File: src/rtl/sc_pkg.sv
package sc_pkg;
    // Level a phase output is expected to show for its gate state
    typedef enum logic [1:0] {
        EXP_NONE = 2'd0,
        EXP_HIGH = 2'd1,
        EXP_LOW  = 2'd2
    } sc_expect_e;
endpackage

File: src/rtl/sc_phase_cmp.sv
module sc_phase_cmp
    import sc_pkg::*;
(
    input  logic top,
    input  logic bot,
    input  logic lvl,
    output logic mismatch
);
    sc_expect_e expect_lvl;

    always_comb begin
        if (top && !bot)      expect_lvl = EXP_HIGH;
        else if (bot && !top) expect_lvl = EXP_LOW;
        else                  expect_lvl = EXP_NONE;
        mismatch = ((expect_lvl == EXP_HIGH) && !lvl) ||
                   ((expect_lvl == EXP_LOW)  &&  lvl);
    end
endmodule

File: src/rtl/sc_blank_timer.sv
module sc_blank_timer #(
    parameter int BLANK_CYC = 20
) (
    input  logic clk,
    input  logic rst,
    input  logic restart,
    output logic blank
);
    localparam int CW = (BLANK_CYC > 1) ? $clog2(BLANK_CYC) : 1;
    localparam logic [CW-1:0] LOAD = CW'(BLANK_CYC - 1);

    typedef struct packed {
        logic [CW-1:0] cnt;
    } tmr_t;

    tmr_t tmr_d, tmr_q;

    always_comb begin
        tmr_d = tmr_q;
        if (rst || restart)
            tmr_d.cnt = LOAD;
        else if (tmr_q.cnt != '0)
            tmr_d.cnt = tmr_q.cnt - CW'(1);
        blank = restart || (tmr_q.cnt != '0);
    end

    always_ff @(posedge clk) begin
        tmr_q <= tmr_d;
    end
endmodule

File: src/rtl/sc_short_detect.sv
module sc_short_detect #(
    parameter int NUM_PH    = 2,
    parameter int BLANK_CYC = 20
) (
    input  logic              clk,
    input  logic              rst,
    input  logic [NUM_PH-1:0] top_en,
    input  logic [NUM_PH-1:0] bot_en,
    input  logic [NUM_PH-1:0] lvl_hi,
    input  logic              sw_evt,
    output logic              short_flag
);
    typedef struct packed {
        logic [NUM_PH-1:0] top;
        logic [NUM_PH-1:0] bot;
        logic              fault;
    } det_t;

    det_t              det_d, det_q;
    logic [NUM_PH-1:0] ph_mis;
    logic              gate_chg;
    logic              restart;
    logic              blank;

    for (genvar i = 0; i < NUM_PH; i++) begin : g_ph
        sc_phase_cmp u_cmp (
            .top      (top_en[i]),
            .bot      (bot_en[i]),
            .lvl      (lvl_hi[i]),
            .mismatch (ph_mis[i])
        );
    end

    sc_blank_timer #(.BLANK_CYC(BLANK_CYC)) u_tmr (
        .clk     (clk),
        .rst     (rst),
        .restart (restart),
        .blank   (blank)
    );

    always_comb begin
        gate_chg = (top_en != det_q.top) || (bot_en != det_q.bot);
        restart  = gate_chg || sw_evt;
        det_d.top   = top_en;
        det_d.bot   = bot_en;
        det_d.fault = !rst && !blank && (|ph_mis);
    end

    always_ff @(posedge clk) begin
        det_q <= det_d;
    end

    assign short_flag = det_q.fault;
endmodule

File: config.mk
export PLATFORM = sky130hd
export DESIGN_NAME = sc_short_detect
export DESIGN_NICKNAME = d
export VERILOG_FILES = /design/src/rtl/sc_pkg.sv /design/src/rtl/sc_phase_cmp.sv /design/src/rtl/sc_blank_timer.sv /design/src/rtl/sc_short_detect.sv
export SDC_FILE = /design/constraint.sdc
export NUM_CORES = 1
export LEC_CHECK = 0
export BUFFER_PORTS_ARGS = -buffer_cell sky130_fd_sc_hd__buf_4
export CORE_MARGIN = 4
export CORE_UTILIZATION = 35
export DETAILED_ROUTE_END_ITERATION = 10
export PLACE_DENSITY = 0.63
export SLEW_MARGIN = 40
export SYNTH_ARGS = -nofsm -noshare
export SYNTH_HDL_FRONTEND = slang
export SYNTH_SLANG_ARGS = --single-unit
export TNS_END_PERCENT = 1
File: constraint.sdc
create_clock -name clk -period 4.8 [get_ports clk]
set_input_delay 0.72 -clock clk [delete_from_list [all_inputs] [get_ports clk]]
set_output_delay 0.72 -clock clk [all_outputs]
set_load 0.02 [all_outputs]
==> impl_metrics.env <==
export IMPL_status="completed"
export IMPL_synth_common_cells="10 x dfxtp_1, 4 x xnor2_1, 3 x nand3_1, 3 x nor2_1, 3 x nor3_1"
export IMPL_critical_path_class="reg2reg"
export IMPL_clkTransAtPathRegs_ns=0.06
export IMPL_synth_edff_count=0
export IMPL_dr_total_vias=348
export IMPL_vias_per_cell=4.77
export IMPL_synth_distinct_cells=21
export IMPL_cp_required_ns=4.95
export IMPL_worstRegToRegCells=5
export IMPL_path_max_fanout=4
export IMPL_cts_tree="done"
export IMPL_core_sq_um=1170
export IMPL_critPathSlowestCell="or4b_1"
export IMPL_rows=12
export IMPL_worstSkewPairLatency_ns=0.27
export IMPL_fmax_mhz=565
export IMPL_p_leak_nw=0.264
export IMPL_synth_seq_cells=10
export IMPL_setup_violations=0
export IMPL_hold_path_cell_count=2
export IMPL_dp_cells=69
export IMPL_fp_dieW_microns=44.3
export IMPL_grt_max_degree=7
export IMPL_drv_slew=0
export IMPL_grt_pass1_vias=301
export IMPL_ys_async_sr_fraction=0
export IMPL_slew_headroom=0.788
export IMPL_io_buffers=9
export IMPL_synth_area_leader_cell="dfxtp_1"
export IMPL_grt_setup_unrepaired="false"
export IMPL_synth_area_sq_um=462
export IMPL_cts_resized=0
export IMPL_dr_pass1_iters=3
export IMPL_yosys_top_cells_area="dfxtp_1 43%, xnor2_1 7.6%, ha_1 5.4%, mux2i_1 4.3%, and3b_1 3.8%"
export IMPL_fin_area_sq_um=578
export IMPL_overflow=0
export IMPL_hold_violations=0
export IMPL_setup_tns_ns=0
export IMPL_antennaDiodeCount=0
export IMPL_synth_top_family_by_area="simple AND/OR/NAND/NOR gates"
export IMPL_die_area_sq_um=1960
export IMPL_power_uw=177
export IMPL_placed_area_sq_um=542
export IMPL_powerDensity_nw_per_um2=307
export IMPL_crit_chain="inv_1 > ha_1 > or4b_1 > mux2i_1 > or3_1"
export IMPL_final_cells=73
export IMPL_die_y_microns=44.3
export IMPL_synth_top_cell_area_share=0.434
export IMPL_fin_ws_ns=3.03
export IMPL_yosysSeqAreaShare=0.434
export IMPL_fin_crit_ns=1.77
export IMPL_fin_skew_ns=0.00136
export IMPL_holdWs_ns=0.532
export IMPL_area_delta_synth_final_pct=25.2
export IMPL_wl_per_cell_microns=10.8
export IMPL_post_cts_buffers=0
export IMPL_synthFlopType="dfxtp_1"
export IMPL_track_usage=0.0959
export IMPL_vdd_ir_drop_max_v=0.000152
export IMPL_drtAntennaViolNets=0
export IMPL_cts_hold_buf=0
export IMPL_routabilityCongestion=0.712
export IMPL_io_pin_count=10
export IMPL_grt_pass1_wl_mm=1.29
export IMPL_cp_slowest_stage_delay_ns=0.58
export IMPL_synthAdderAreaFrac=0.0542
export IMPL_synthSimpleGateAreaFrac=0.257
export IMPL_post_place_ws_ns=2.96
export IMPL_holdCritPathClass="reg2reg"
export IMPL_drc_errors=0
export IMPL_fin_nets=71
export IMPL_fin_crit_sh=0.369
export IMPL_start_kind="register"
export IMPL_routed_wl_microns=789
export IMPL_yosys_warnings=0
export IMPL_start_util=0.394
export IMPL_worst_pin_slew_ns=0.315
export IMPL_endpoint_kind="register"
export IMPL_antenna_found_initial=0
export IMPL_arrival_ns=1.92
export IMPL_numCtsBuffers=3
export IMPL_clock_sinks=10
export IMPL_fin_util=0.494
export IMPL_post_dp_hpwl_microns=637
export IMPL_post_synth_top_count_cell="dfxtp_1"
export IMPL_synth_compound_area_frac=0.0705
export IMPL_post_synth_cell_area_avg_sq_um=9.82
export IMPL_syn_inst=47
export IMPL_root_buffer="clkbuf_4"
export IMPL_drtIter0Drc=8
export IMPL_synth_mux_area_frac=0.0434
export IMPL_max_cap_violations=0
export IMPL_htree_levels=1
export IMPL_clock_path_buffers=2
export IMPL_layout_drive_gt1_share=0.237
export IMPL_syn_nets=58
export IMPL_synth_xor_area_frac=0.114
## sequential cells by signal (all words and copies together) (netlist names)
register	count
u_tmr.tmr_q	5
det_q	4
short_flag	1
## final timing paths
path / start / endpoint / slack, ns
max: u_tmr.tmr_q[0] / u_tmr.tmr_q[1] / 3.03
max reg2reg: u_tmr.tmr_q[0] / u_tmr.tmr_q[1] / 3.03
min: u_tmr.tmr_q[4] / u_tmr.tmr_q[4] / 0.53
min reg2reg: u_tmr.tmr_q[4] / u_tmr.tmr_q[4] / 0.53
## power by group
| group | switching [mW] | total, mW | internal (mW) | leakage (nW) |
|---|---|---|---|---|
| registers | 0.000834 | 0.0857 | 0.0849 | 0.0822 |
| logic | 0.00727 | 0.0157 | 0.00842 | 0.161 |
| clock network | 0.0299 | 0.0760 | 0.0461 | 0.0210 |
## worst max-delay path, delay by kind of cell, from the launching register on
family	cells	cell delay (ns)
mux	1	0.17
flops	1	0.33
fa+ha+maj	1	0.20
simple gates	2	0.88
buf+inv	1	0.08
## layout make-up
type                    instances  area, sq um
inverters                       2         7.51
well taps                      14         17.5
fillers                       116          593
clock buffers                   4         36.3
repair buffers                  9         67.6
flip-flops and latches         10          200
multi-input cells              34          249
## cells in the final DEF, fill, tap and decap left out, drive strengths merged, types with 2 or more instances in the layout
cell | netlist | routed
xor2 | 2 | 2
a21oi | 2 | 2
inv | 2 | 2
ha | 2 | 2
nor3 | 3 | 3
nand3 | 3 | 3
buf | 1 | 9
nor2 | 3 | 3
nand2b | 2 | 2
clkbuf | 0 | 4
dfxtp | 10 | 10
xnor2 | 4 | 4
and3b | 2 | 2
mux2i | 2 | 2
or3 | 2 | 2
## cell families (layout without fill, tap and decap cells)
| kind of cell | count (synthesis) | count (layout) |
|---|---|---|
| xor gates and xnor gates | 6 | 6 |
| adders and majority gates | 2 | 2 |
| muxes | 2 | 2 |
| DFF | 10 | 10 |
| and+or+nand+nor | 20 | 20 |
| buffers and inverters | 3 | 15 |
| AOI/OAI and AO/OA | 4 | 4 |
## layer usage
layer  track usage  up-vias  part of all wire
met5             0        -                 0
met2         0.119       10              0.40
li1              -      188                 -
met1         0.123      147              0.49
met4        0.0723        0             0.022
met3        0.0488        3             0.082
Power figures use the tool's default switching activity.
